`src/rtl/wiper_pkg.sv`:
```
package wiper_pkg;

    localparam int WIPER_W     = 8;
    localparam int N_WIPERS    = 2;
    localparam int ADDR_W      = (N_WIPERS > 1) ? $clog2(N_WIPERS) : 1;
    localparam int FRAME_BITS  = ADDR_W + WIPER_W;
    localparam int CNT_W       = $clog2(FRAME_BITS + 1);
    localparam int SYNC_STAGES = 2;

    typedef logic [WIPER_W-1:0] pos_t;

    typedef struct packed {
        logic [ADDR_W-1:0] addr;
        pos_t              pos;
    } frame_t;

    // Pin indices inside the synchronized bundle
    typedef enum int {
        PIN_SCLK = 0,
        PIN_CSN  = 1,
        PIN_DIN  = 2
    } pin_e;

    localparam int N_PINS = 3;

    function automatic pos_t midscale();
        pos_t m;
        m = '0;
        m[WIPER_W-1] = 1'b1;
        return m;
    endfunction

endpackage

```
`src/rtl/wl_sync.sv`:
```
module wl_sync #(
    parameter int               WIDTH     = 3,
    parameter int               STAGES    = 2,
    parameter logic [WIDTH-1:0] RESET_VAL = '0
) (
    input  logic             clk,
    input  logic             rst,
    input  logic [WIDTH-1:0] async_i,
    output logic [WIDTH-1:0] sync_o
);

    logic [WIDTH-1:0] chain_q [STAGES];

    generate
        for (genvar s = 0; s < STAGES; s++) begin : g_stage
            if (s == 0) begin : g_first
                always_ff @(posedge clk) begin
                    if (rst) chain_q[s] <= RESET_VAL;
                    else     chain_q[s] <= async_i;
                end
            end else begin : g_next
                always_ff @(posedge clk) begin
                    if (rst) chain_q[s] <= RESET_VAL;
                    else     chain_q[s] <= chain_q[s-1];
                end
            end
        end
    endgenerate

    assign sync_o = chain_q[STAGES-1];

endmodule

```
`src/rtl/wl_edge.sv`:
```
module wl_edge #(
    parameter int               WIDTH     = 3,
    parameter logic [WIDTH-1:0] RESET_VAL = '0
) (
    input  logic             clk,
    input  logic             rst,
    input  logic [WIDTH-1:0] level_i,
    output logic [WIDTH-1:0] rise_o,
    output logic [WIDTH-1:0] fall_o
);

    logic [WIDTH-1:0] prev_q;

    always_ff @(posedge clk) begin
        if (rst) prev_q <= RESET_VAL;
        else     prev_q <= level_i;
    end

    assign rise_o = level_i & ~prev_q;
    assign fall_o = ~level_i & prev_q;

endmodule

```
`src/rtl/wl_shift.sv`:
```
module wl_shift
    import wiper_pkg::*;
(
    input  logic   clk,
    input  logic   rst,
    input  logic   sel_active_i,
    input  logic   sclk_rise_i,
    input  logic   din_i,
    output frame_t frame_o,
    output logic   full_o
);

    logic [FRAME_BITS-1:0] sr_q;
    logic [CNT_W-1:0]      cnt_q;

    always_ff @(posedge clk) begin
        if (rst) begin
            sr_q  <= '0;
            cnt_q <= '0;
        end else if (!sel_active_i) begin
            cnt_q <= '0;
        end else if (sclk_rise_i) begin
            sr_q <= {sr_q[FRAME_BITS-2:0], din_i};
            if (cnt_q != CNT_W'(FRAME_BITS))
                cnt_q <= cnt_q + 1'b1;
        end
    end

    assign frame_o = frame_t'(sr_q);
    assign full_o  = (cnt_q == CNT_W'(FRAME_BITS));

    // the bit count saturates at one frame length
    a_r3_cnt_saturates: assert property (@(posedge clk) disable iff (rst)
        cnt_q <= CNT_W'(FRAME_BITS));

    // while select is high the capture count stays clear
    a_r1_idle_clears: assert property (@(posedge clk) disable iff (rst)
        !sel_active_i |=> cnt_q == '0);

endmodule

```
`src/rtl/wl_bank.sv`:
```
module wl_bank
    import wiper_pkg::*;
(
    input  logic                           clk,
    input  logic                           rst,
    input  logic                           commit_i,
    input  logic                           full_i,
    input  frame_t                         frame_i,
    output logic [N_WIPERS-1:0][WIPER_W-1:0] wiper_o,
    output logic [N_WIPERS-1:0]            upd_o
);

    generate
        for (genvar i = 0; i < N_WIPERS; i++) begin : g_wiper
            logic hit;
            assign hit = commit_i && full_i && (frame_i.addr == ADDR_W'(i));

            always_ff @(posedge clk) begin
                if (rst) begin
                    wiper_o[i] <= midscale();
                    upd_o[i]   <= 1'b0;
                end else begin
                    upd_o[i] <= hit;
                    if (hit) wiper_o[i] <= frame_i.pos;
                end
            end

            // a wiper moves only together with its strobe
            a_r8_move_needs_strobe: assert property (@(posedge clk) disable iff (rst)
                !upd_o[i] |-> $stable(wiper_o[i]));

            // strobe lasts one cycle per commit
            a_r8_single_pulse: assert property (@(posedge clk) disable iff (rst)
                upd_o[i] |=> !upd_o[i]);

            // out of reset each wiper sits at midscale
            a_r6_reset_midscale: assert property (@(posedge clk)
                $past(rst) |-> (wiper_o[i] == midscale() && !upd_o[i]));
        end
    endgenerate

    // never two strobes at once
    a_r8_onehot_strobe: assert property (@(posedge clk) disable iff (rst)
        $onehot0(upd_o));

    // a strobe follows only a commit of a complete frame
    a_r7_full_frame_only: assert property (@(posedge clk) disable iff (rst)
        (|upd_o) |-> ($past(full_i) && $past(commit_i)));

endmodule

```
`src/rtl/dual_wiper_loader.sv`:
```
module dual_wiper_loader
    import wiper_pkg::*;
(
    input  logic         clk,
    input  logic         rst,
    input  logic         sclk_i,
    input  logic         cs_n_i,
    input  logic         din_i,
    output logic [7:0]   wiper_a_o,
    output logic [7:0]   wiper_b_o,
    output logic         upd_a_o,
    output logic         upd_b_o
);

    localparam logic [N_PINS-1:0] PIN_IDLE = N_PINS'(1) << PIN_CSN;

    logic [N_PINS-1:0] pins_raw;
    logic [N_PINS-1:0] pins_s;
    logic [N_PINS-1:0] pins_rise;
    logic [N_PINS-1:0] pins_fall;

    frame_t                           frame;
    logic                             full;
    logic [N_WIPERS-1:0][WIPER_W-1:0] wipers;
    logic [N_WIPERS-1:0]              upd;

    always_comb begin
        pins_raw           = '0;
        pins_raw[PIN_SCLK] = sclk_i;
        pins_raw[PIN_CSN]  = cs_n_i;
        pins_raw[PIN_DIN]  = din_i;
    end

    wl_sync #(
        .WIDTH     (N_PINS),
        .STAGES    (SYNC_STAGES),
        .RESET_VAL (PIN_IDLE)
    ) u_sync (
        .clk     (clk),
        .rst     (rst),
        .async_i (pins_raw),
        .sync_o  (pins_s)
    );

    wl_edge #(
        .WIDTH     (N_PINS),
        .RESET_VAL (PIN_IDLE)
    ) u_edge (
        .clk     (clk),
        .rst     (rst),
        .level_i (pins_s),
        .rise_o  (pins_rise),
        .fall_o  (pins_fall)
    );

    wl_shift u_shift (
        .clk          (clk),
        .rst          (rst),
        .sel_active_i (!pins_s[PIN_CSN]),
        .sclk_rise_i  (pins_rise[PIN_SCLK]),
        .din_i        (pins_s[PIN_DIN]),
        .frame_o      (frame),
        .full_o       (full)
    );

    wl_bank u_bank (
        .clk      (clk),
        .rst      (rst),
        .commit_i (pins_rise[PIN_CSN]),
        .full_i   (full),
        .frame_i  (frame),
        .wiper_o  (wipers),
        .upd_o    (upd)
    );

    assign wiper_a_o = wipers[0];
    assign wiper_b_o = wipers[1];
    assign upd_a_o   = upd[0];
    assign upd_b_o   = upd[1];

    // a commit strobe appears only right after select was seen rising
    a_r4_commit_on_release: assert property (@(posedge clk) disable iff (rst)
        (upd_a_o || upd_b_o) |-> $past(pins_rise[PIN_CSN]));

    // a select falling edge never causes a strobe in the next cycle
    a_r1_no_strobe_on_select: assert property (@(posedge clk) disable iff (rst)
        pins_fall[PIN_CSN] |=> !(upd_a_o || upd_b_o));

endmodule

```
`config.mk`:
```
export PLATFORM = sky130hd
export DESIGN_NAME = dual_wiper_loader
export DESIGN_NICKNAME = d
export VERILOG_FILES = /design/src/rtl/wiper_pkg.sv /design/src/rtl/wl_sync.sv /design/src/rtl/wl_edge.sv /design/src/rtl/wl_shift.sv /design/src/rtl/wl_bank.sv /design/src/rtl/dual_wiper_loader.sv
export SDC_FILE = /design/constraint.sdc
export NUM_CORES = 1
export LEC_CHECK = 0
export BUFFER_PORTS_ARGS = -buffer_cell sky130_fd_sc_hd__buf_4
export CORE_AREA = 2 2 83 85
export CTS_CLUSTER_SIZE = 24
export DETAILED_ROUTE_END_ITERATION = 12
export DIE_AREA = 0 0 85 87
export GPL_TIMING_DRIVEN = 0
export PLACE_DENSITY = 0.37
export SKIP_LAST_GASP = 1
export SLEW_MARGIN = 20
export SYNTH_ARGS = -nofsm -noshare
export SYNTH_HDL_FRONTEND = slang
export SYNTH_HIERARCHICAL = 1
export SYNTH_SLANG_ARGS = --single-unit
```
`constraint.sdc`:
```
create_clock -name clk -period 1.75 [get_ports clk]
set_input_delay 0.35 -clock clk [delete_from_list [all_inputs] [get_ports clk]]
set_output_delay 0.35 -clock clk [all_outputs]
set_load 0.02 [all_outputs]
```
==> key figures, run 1 <==
CTS
  – Hold buffer count at CTS: 0
  – Clock transition at path regs: 0.07 ns
  – Post-CTS Repair Setup Buffers: 0
  – CTS buffer count: 5
  – Post-CTS Resized: 0
  – CTS root buf: clkbuf_8
  – Clock Latency Late Sink: 0.29 ns
  – CTS tree: yes
  – Htree depth: 2
  – CTS sink count: 39
  – Clock buffer depth: 2

Worst setup path
  – R2r worst-path depth: 6
  – Setup crit start kind: flip-flop
  – Worst Path Arrival: 1.69 ns
  – CP max FO: 6
  – Crit path kind: flip-flop to flip-flop
  – Reg-to-reg startpoint: u_shift/cnt_q[0]
  – Required @ worst endpoint: 1.97 ns
  – R2r setup slk: 0.28 ns
  – Worst Setup End Kind: flip-flop
  – RR Endpoint: u_bank/wiper_o[12]

Pwr
  – Pleak: 0.781 nW
  – PwrDens: 830 nW/um^2
  – Maximum vdd ir drop: 0.267 mV
  – Overall Power: 1.55 mW

Global routing
  – GRT Overall Usage: 8.86%
  – First-pass GRT wire length: 5020 um
  – Number of global-route vias before repair: 1058
  – GRT overflow: 0
  – Initial antenna violation count: 0
  – Largest net degree at the start of global routing: 18

Cells and area
  – Area of the multi-input gates: 668 sq um
  – ANT cells: 0
  – Non-Filler Instances: 263
  – Final instance area: 1870 sq um
  – FF+latch area: 781 sq um
  – Final Net Count: 189
  – Filler cells: 694
  – Area growth, synth to finish: 23.3%
  – Share of cells above drive strength 1: 22.4%
  – Utilization after layout: 28.5%

Flow run
  – Max_cap viols: 0

Drt
  – Vias: 1094
  – Starting DRT DRC Count: 76
  – Drt via density: 4.16
  – Drt total wl: 3020 um
  – Pre-antenna DRT Iters: 4
  – Detailed-route DRC error count: 0
  – Wire per inst: 11.5 um
  – DRT antenna net count: 0

Synth
  – Synth warn: 6
  – Mean Syn Cell Area: 9.92 sq um
  – Syn Nets: 160
  – Cell Area, Synth: 1520 sq um
  – Gate Count Post-Synth: 153

STA
  – Top achievable clock speed: 682 MHz
  – Setup TNS: 0 ns
  – Final max-slew violation count: 0
  – Worst rel slew slack: 77.3%
  – Setup violators final: 0
  – Hold Violations, Final: 0
  – Worst-margin pin slew: 0.340 ns
  – Fin crit share: 83.8%
  – Skew final: 0.00754 ns
  – Hold_ws: 0.234 ns
  – Min Tclk post-route: 1.47 ns
  – RSZ-0062 raised after global routing: no
  – Final Worst Setup Slack: 0.283 ns

Die
  – Io pins: 23
  – Row count: 30
  – Initial Util: 23.1%
  – Die Footprint: 7400 sq um
  – Die width: 85 um
  – Die H: 87 um
  – Area of the core region: 6570 sq um

Worst hold path
  – Hold Startpoint: cs_n_i
  – Worst Hold Class: input pin to flip-flop
  – Hold path depth: 2
  – Hold Path End: u_sync/chain_q[0][1]

Place
  – Port Buffers: 22
  – DP Area: 1780 sq um
  – Dpl ws: 0.272 ns
  – Placed cells: 255
  – Detail Placement HPWL: 2170 um
  – Routability Congestion: 0.676

Run status
  – Status: finished, final reports clean
## critical path, stage by stage, from the launching register on
cell and delay (ns):
dfxtp_1 0.39, ha_1 0.21, nand3b_4 0.11, inv_1 0.13, and3_1 0.18, buf_2 0.19
mux2i_1 0.19
## flip-flops by register name, indices dropped and copies added (netlist names)
name             count
u_shift/cnt_q        4
u_sync/chain_q       6
u_bank/upd_o         2
u_shift/frame_o      9
u_edge/prev_q        2
u_bank/wiper_o      16
## cells in the final DEF, fill, tap and decap left out, drive strengths merged
cell type	instances
and3b	1
a21oi	12
or2	3
clkbuf	6
inv	4
nor3b	1
nand3b	2
mux2i	16
ha	2
nand3	11
buf	29
dfxtp	39
xor2	1
nor3	2
nand2b	22
nor2	4
nand4	1
clkinvlp	2
a21o	1
or3b	1
nor2b	7
and3	2
nand2	13
clkinv	1
## worst max path at each step
stage / cells after the start / slack [ns] / end / from
6_report: 6 / 0.28 / u_bank/wiper_o[12] / u_shift/cnt_q[0]
5_1_grt: 6 / 0.15 / u_bank/wiper_o[14] / u_shift/cnt_q[0]
4_1_cts: 6 / 0.25 / u_bank/wiper_o[12] / u_shift/cnt_q[0]
3_5_place_dp: 6 / 0.27 / u_bank/wiper_o[12] / u_shift/cnt_q[0]
3_3_place_gp: 6 / 0.29 / u_bank/wiper_o[12] / u_shift/cnt_q[0]
2_1_floorplan: 7 / 0.48 / u_bank/wiper_o[7] / u_shift/cnt_q[1]
## area by class of cell
| cell class | instances | area share, % |
|---|---|---|
| inverters | 4 | 0.802 |
| well taps | 80 | 5.35 |
| plain buffers | 8 | 2.87 |
| flip-flops and latches | 39 | 41.7 |
| multi-input cells | 102 | 35.7 |
| clock inverters | 3 | 1.07 |
| clock buffers | 5 | 3.68 |
| repair buffers | 22 | 8.82 |
## per-layer routing
metal  part of all wire [%]  up-vias  global-route usage (%)  wire [um]
li1                       -      562                       -          -
met1                     48      504                    11.0       1450
met2                     45       24                    13.8       1360
met3                    5.4        4                    3.32        162
met4                    1.5        0                    3.90         45
met5                      0        -                       0          0
## power breakdown
group / total [mW] / internal [mW] / switching, mW
Combinational: 0.0529 / 0.0254 / 0.0276
Clock: 0.604 / 0.277 / 0.327
Sequential: 0.897 / 0.894 / 0.00213
Total: 1.55 / 1.20 / 0.357
(Power assumes the default switching activity.)
==> run 2, diff against run 1 <==
==> constraint.sdc (replaced) <==
create_clock -name clk -period 1.4 [get_ports clk]
set_input_delay 0.28 -clock clk [delete_from_list [all_inputs] [get_ports clk]]
set_output_delay 0.28 -clock clk [all_outputs]
set_load 0.02 [all_outputs]
==> key figures, run 2 (same netlist as run 1, synthesis figures left out) <==
Worst setup path
  – Worst Setup End Kind: flip-flop
  – Worst Path Arrival: 1.51 ns (-0.18 ns)
  – Worst Setup SP: u_shift/cnt_q[0]
  – CP max FO: 5 (-1)
  – Worst Setup EP: u_bank/wiper_o[12]
  – Critical path buffers and inverters: 2 (unchanged)
  – RR Endpoint: u_bank/wiper_o[12]
  – Crit-path cells: ha_4, nand3b_4, inv_4, and3_1, buf_4, mux2i_1
  – Crit path kind: flip-flop to flip-flop
  – R2r worst-path depth: 6 (unchanged)
  – R2r setup slk: 0.12 ns (-0.17 ns)
  – Reg-to-reg startpoint: u_shift/cnt_q[0]
  – CP max stage cell: dfxtp_2
  – Top delay family on crit path: flip-flops
  – CP peak stage delay: 0.39 ns (about the same)
  – Setup crit start kind: flip-flop
  – Critical Path Stages: 6 (unchanged)
  – Required @ worst endpoint: 1.62 ns (-0.35 ns)

STA
  – Worst-margin pin slew: 0.340 ns (+0.000800 ns)
  – Final max-slew violation count: 0 (unchanged)
  – Top achievable clock speed: 779 MHz (+14%)
  – Setup violators final: 0 (unchanged)
  – Worst rel slew slack: 77.3% (about the same)
  – Final Worst Setup Slack: 0.116 ns (-0.167 ns)
  – RSZ-0062 raised after global routing: no
  – Min Tclk post-route: 1.28 ns (-0.183 ns)
  – Fin crit share: 91.7% (+7.9 points)
  – Hold Violations, Final: 0 (unchanged)
  – Skew final: 0.00748 ns (-0.0000601 ns)

Drt
  – Drt total wl: 3110 um (+3.1%)
  – WL met3: 173 um (+6.8%)
  – DRT antenna net count: 0 (unchanged)
  – Met2 wire len: 1410 um (+3.7%)
  – Pre-antenna DRT Iters: 4 (unchanged)
  – Vias: 1132 (+3.5%)
  – Starting DRT DRC Count: 75 (-1.3%)
  – Wire per inst: 11.6 um (+0.85%)
  – M1 WL: 1480 um (+1.8%)
  – Drt via density: 4.21 (+1.2%)
  – Detailed-route DRC error count: 0 (unchanged)
  – DR top layer: met4

Cells and area
  – Final instance area: 1940 sq um (+3.5%)
  – Utilization after layout: 29.5% (+0.99 points)
  – Max FFs per register: 16 (unchanged)
  – Most frequent cells in the layout: dfxtp_1 (37), buf_4 (30), nand2b_1 (22), mux2i_1 (16), nand2_1 (13)
  – Share of cells above drive strength 1: 27.0% (+4.6 points)
  – ANT cells: 0 (unchanged)
  – Filler cells: 687 (-1.0%)
  – Final Net Count: 195 (+3.2%)
  – Area growth, synth to finish: 27.6%
  – Most common cell after layout, fill and taps aside: dfxtp_1
  – Register with the most flip-flops: u_bank/wiper_o

Global routing
  – Largest net degree at the start of global routing: 18 (unchanged)
  – Initial antenna violation count: 0 (unchanged)
  – GRT overflow: 0 (unchanged)
  – First-pass GRT wire length: 5020 um (-0.14%)
  – GRT Overall Usage: 8.84% (-0.020 points)
  – Number of global-route vias before repair: 1058 (unchanged)

Run status
  – Status: finished, final reports clean

Die
  – Initial Util: 23.1% (unchanged)
  – Row count: 30 (unchanged)
  – Die Footprint: 7400 sq um (unchanged)
  – Io pins: 23 (unchanged)
  – Area of the core region: 6570 sq um (unchanged)
  – Die width: 85 um (unchanged)
  – Die H: 87 um (unchanged)

Place
  – Routability Congestion: 0.676 (unchanged)
  – Dpl ws: -0.0781 ns (-0.350 ns)
  – Detail Placement HPWL: 2170 um (unchanged)
  – Port Buffers: 22 (unchanged)
  – DP Area: 1780 sq um (unchanged)

CTS
  – Clock Latency Late Sink: 0.29 ns (about the same)
  – CTS sink count: 39 (unchanged)
  – Htree depth: 2 (unchanged)
  – CTS buffer count: 5 (unchanged)
  – CTS root buf: clkbuf_8
  – Clock transition at path regs: 0.07 ns (about the same)
  – Clock buffer depth: 2 (unchanged)
  – CTS tree: yes

Pwr
  – Overall Power: 1.95 mW (+25%)
  – Maximum vdd ir drop: 0.339 mV (+27%)
  – Pleak: 0.807 nW (+3.4%)
  – PwrDens: 1000 nW/um^2 (+21%)

Flow run
  – Max_cap viols: 0 (unchanged)

Worst hold path
  – Worst Hold Class: input pin to flip-flop
run 2: changes by cell type in the layout (fill, tap and decap cells not counted):
cell and change:
inv_1 -1, ha_4 +1, buf_4 +7, ha_1 -1
inv_4 +1, dfxtp_2 +2, dfxtp_1 -2, buf_2 -1
run 2: final cells by class:
class                      count  area (sq um)  area share (%)
buffer                         8          56.3            2.91
timing repair buffer          28           210            10.9
clock buffer                   5          68.8            3.55
tap                           80           100            5.17
multi-input combinational    102           681            35.1
inverter                       4          17.5           0.904
sequential                    39           783            40.4
clock inverter                 3          20.0            1.03
run 2: repair_timing:
item,CTS,global route
setup buffers,1,5
endpoints found under the setup margin,11,13
gates resized for setup,3,4
hold buffers,0,0
run 2: metal layers:
layer	up-vias	GRT usage, %
met1	524	10.9
met2	25	13.8
met3	6	3.32
met5	-	0
met4	0	3.90
li1	577	-
run 2: stage by stage:
stage | hold WS (ns) | setup TNS (ns) | instances
global placement | 0.397 | -0.304 | 255
CTS | 0.155 | 0 | 264
detailed placement | 0.399 | -0.456 | 255
finish | 0.162 | 0 | 269
global route | 0.153 | 0 | 269
floorplan | 0.352 | 0 | 153
run 2: worst min path at each step:
stage | startpoint | to | depth (start not counted)
detailed placement | u_sync/chain_q[0][1] | u_sync/chain_q[1][1] | 1
finish | cs_n_i | u_sync/chain_q[0][1] | 2
global placement | u_sync/chain_q[0][1] | u_sync/chain_q[1][1] | 1
CTS | cs_n_i | u_sync/chain_q[0][1] | 2
global route | cs_n_i | u_sync/chain_q[0][1] | 2
floorplan | rst | u_edge/prev_q[0] | 1
run 2: power by group:
part,internal [mW],leakage (nW),switching [mW]
Clock,0.347,0.0402,0.411
Sequential,1.12,0.317,0.00269
Combinational,0.0321,0.450,0.0349
Total,1.50,0.807,0.449
==> run 3, diff against run 2 <==
--- a/config.mk
+++ b/config.mk
@@ -6,12 +6,12 @@
 export NUM_CORES = 1
 export LEC_CHECK = 0
 export BUFFER_PORTS_ARGS = -buffer_cell sky130_fd_sc_hd__buf_4
-export CORE_AREA = 2 2 83 85
+export CORE_AREA = 2 2 87 81
 export CTS_CLUSTER_SIZE = 24
 export DETAILED_ROUTE_END_ITERATION = 12
-export DIE_AREA = 0 0 85 87
+export DIE_AREA = 0 0 89 83
 export GPL_TIMING_DRIVEN = 0
-export PLACE_DENSITY = 0.37
+export PLACE_DENSITY = 0.38
 export SKIP_LAST_GASP = 1
 export SLEW_MARGIN = 20
 export SYNTH_ARGS = -nofsm -noshare
==> key figures, run 3 (same netlist as run 1, synthesis figures left out) <==
Pwr
  – Psw: 434 uW (-3.3%)
  – PwrDens: 1010 nW/um^2 (+0.83%)
  – Pleak: 0.790 nW (-2.1%)
  – Clk pwr share: 38.3% (-0.7 points)
  – Sequential power share: 58.2% (+0.6 points)
  – Gate power share: 3.5% (about the same)
  – Sw Share: 22.5% (-0.53 points)
  – P_int: 1.49 mW (-0.38%)
  – Maximum vdd ir drop: 0.391 mV (+15%)

Place
  – Detail Placement HPWL: 2180 um (+0.65%)
  – Placed cells: 265 (+3.9%)
  – Dpl ws: -0.0678 ns (+0.0103 ns)
  – Port Buffers: 22 (unchanged)
  – Routability Congestion: 0.723 (+7.0%)
  – DP Area: 1800 sq um (+0.70%)

Die
  – Area of the core region: 6450 sq um (-1.9%)
  – Die Footprint: 7390 sq um (-0.11%)
  – Row count: 28 (-6.7%)
  – Initial Util: 23.5% (+0.44 points)
  – Io pins: 23 (unchanged)
  – Die H: 83 um (-4.6%)
  – Die width: 89 um (+4.7%)

Global routing
  – Number of global-route vias before repair: 1035 (-2.2%)
  – First-pass GRT wire length: 5110 um (+1.9%)
  – GRT Overall Usage: 9.00% (+0.15 points)
  – GRT overflow: 0 (unchanged)
  – Largest net degree at the start of global routing: 18 (unchanged)
  – Initial antenna violation count: 0 (unchanged)

Worst setup path
  – Top delay family on crit path: flip-flops
  – Worst Setup SP: u_shift/cnt_q[1]
  – Reg-to-reg startpoint: u_shift/cnt_q[1]
  – R2r setup slk: 0.08 ns (-0.04 ns)
  – Worst Setup End Kind: flip-flop
  – CP peak stage delay: 0.34 ns (-0.05 ns)
  – Required @ worst endpoint: 1.62 ns (about the same)
  – Critical path buffers and inverters: 3 (+1)
  – Critical Path Stages: 7 (+1)
  – RR Endpoint: u_bank/wiper_o[11]
  – Worst Path Arrival: 1.54 ns (+0.03 ns)
  – Worst Setup EP: u_bank/wiper_o[11]
  – CP max stage cell: dfxtp_2
  – R2r worst-path depth: 7 (+1)
  – Setup crit start kind: flip-flop
  – Crit-path cells: inv_1, ha_2, nand3b_4, inv_4, and3_1, buf_6, mux2i_1
  – CP max FO: 6 (+1)
  – Crit path kind: flip-flop to flip-flop

Cells and area
  – Final Net Count: 190 (-2.6%)
  – Most common cell after layout, fill and taps aside: dfxtp_1
  – Max FFs per register: 16 (unchanged)
  – Non-Filler Instances: 274 (+1.9%)
  – Share of cells above drive strength 1: 25.0% (-2.0 points)
  – Filler cells: 699 (+1.7%)
  – Register with the most flip-flops: u_bank/wiper_o
  – Area growth, synth to finish: 25.2%
  – Final instance area: 1900 sq um (-1.9%)
  – Most frequent cells in the layout: dfxtp_1 (37), buf_4 (24), nand2b_1 (22), mux2i_1 (16), nand2_1 (13)
  – ANT cells: 0 (unchanged)

Drt
  – Drt via density: 3.99 (-5.2%)
  – DRT antenna net count: 0 (unchanged)
  – Vias: 1093 (-3.4%)
  – Wire per inst: 11.3 um (-2.6%)
  – Pre-antenna DRT Iters: 4 (unchanged)
  – Drt total wl: 3090 um (-0.74%)
  – Starting DRT DRC Count: 52 (-31%)
  – Detailed-route DRC error count: 0 (unchanged)

STA
  – Final Worst Setup Slack: 0.0788 ns (-0.0374 ns)
  – Min Tclk post-route: 1.32 ns (+0.0374 ns)
  – Top achievable clock speed: 757 MHz (-2.8%)
  – Final max-slew violation count: 0 (unchanged)
  – Skew final: 0.00912 ns (+0.00164 ns)
  – Worst-margin pin slew: 0.330 ns (-0.0108 ns)
  – Fin crit share: 94.4% (+2.7 points)
  – Worst rel slew slack: 78.0% (+0.67 points)
  – Setup violators final: 0 (unchanged)
  – Hold Violations, Final: 0 (unchanged)
  – RSZ-0062 raised after global routing: yes

Flow run
  – Max_cap viols: 0 (unchanged)

Worst hold path
  – Hold Startpoint: cs_n_i
  – Worst Hold Class: input pin to flip-flop

CTS
  – Clock buffer depth: 2 (unchanged)
  – Hold buffer count at CTS: 0 (unchanged)
  – CTS sink count: 39 (unchanged)
  – CTS root buf: clkbuf_8
  – CTS buffer count: 5 (unchanged)
  – Htree depth: 2 (unchanged)
  – Clock Latency Late Sink: 0.29 ns (about the same)
  – Clock transition at path regs: 0.08 ns (about the same)
  – CTS tree: yes

Run status
  – Status: finished, final reports clean
-- run 3: cell types whose count changed in the layout (fill, tap and decap cells not counted) --
cell / before / now
clkinvlp_4: 2 / 0
ha_2: 0 / 1
clkinv_2: 1 / 3
buf_6: 2 / 3
buf_4: 30 / 24
ha_4: 1 / 0
-- run 3: power by group through the flow --
stage	registers [mW]	logic (mW)	clock network, mW
3_3_place_gp	1.15	0.0667	0
3_5_place_dp	1.15	0.0679	0
4_1_cts	1.12	0.0679	0.774
2_1_floorplan	1.15	0.0425	0
5_1_grt	1.12	0.0750	0.813
6_report	1.12	0.0666	0.738
-- run 3: how the worst min path moves through the flow --
| stage | endpoint | slack (ns) | cells past startpoint |
|---|---|---|---|
| global placement | u_sync/chain_q[1][1] | 0.39 | 1 |
| detailed placement | u_sync/chain_q[1][1] | 0.39 | 1 |
| CTS | u_sync/chain_q[0][1] | 0.17 | 2 |
| floorplan | u_edge/prev_q[0] | 0.35 | 1 |
| finish | u_sync/chain_q[0][1] | 0.18 | 2 |
| global route | u_sync/chain_q[0][1] | 0.17 | 2 |
-- run 3: stage by stage --
step           total power [mW]  util, %  hold slack [ns]  setup TNS [ns]
5_1_grt                    2.01     29.5            0.174         -0.0632
2_1_floorplan              1.19        -            0.352               0
4_1_cts                    1.96     29.3            0.166               0
3_5_place_dp               1.22     27.9            0.392          -0.358
3_3_place_gp               1.21     27.9            0.394          -0.238
6_report                   1.93     29.5            0.176               0
-- run 3: worst reg2reg max path: cells and delay by family (launching register included) --
kind                       cells  cell delay, ns
muxes                          1            0.17
buffers and inverters          3            0.28
and+or+nand+nor                2            0.30
DFF                            1            0.34
adders and majority gates      1            0.18
-- run 3: repair_timing --
| action | 4_1_cts | 5_1_grt |
|---|---|---|
| endpoints found under the setup margin | 9 | 15 |
| resized for setup | 3 | 4 |
| setup buffers | 1 | 0 |
-- run 3: metal layers --
metal | global-route usage, % | part of all wire, % | up-vias
li1 | - | - | 562
met1 | 12.4 | 51 | 504
met2 | 13.2 | 43 | 25
met3 | 2.68 | 4.5 | 2
met4 | 3.26 | 0.74 | 0
met5 | 0 | 0 | -
-- run 3: layout make-up --
| cell class | count | area, sq um | share of cell area (%) |
|---|---|---|---|
| clock buffers | 5 | 68.8 | 3.62 |
| well taps | 90 | 113 | 5.92 |
| repair buffers | 23 | 173 | 9.08 |
| multi-input cells | 102 | 671 | 35.3 |
| plain buffers | 8 | 60.1 | 3.16 |
| clock inverters | 3 | 15.0 | 0.790 |
| inverters | 4 | 17.5 | 0.922 |
| flip-flops and latches | 39 | 783 | 41.2 |
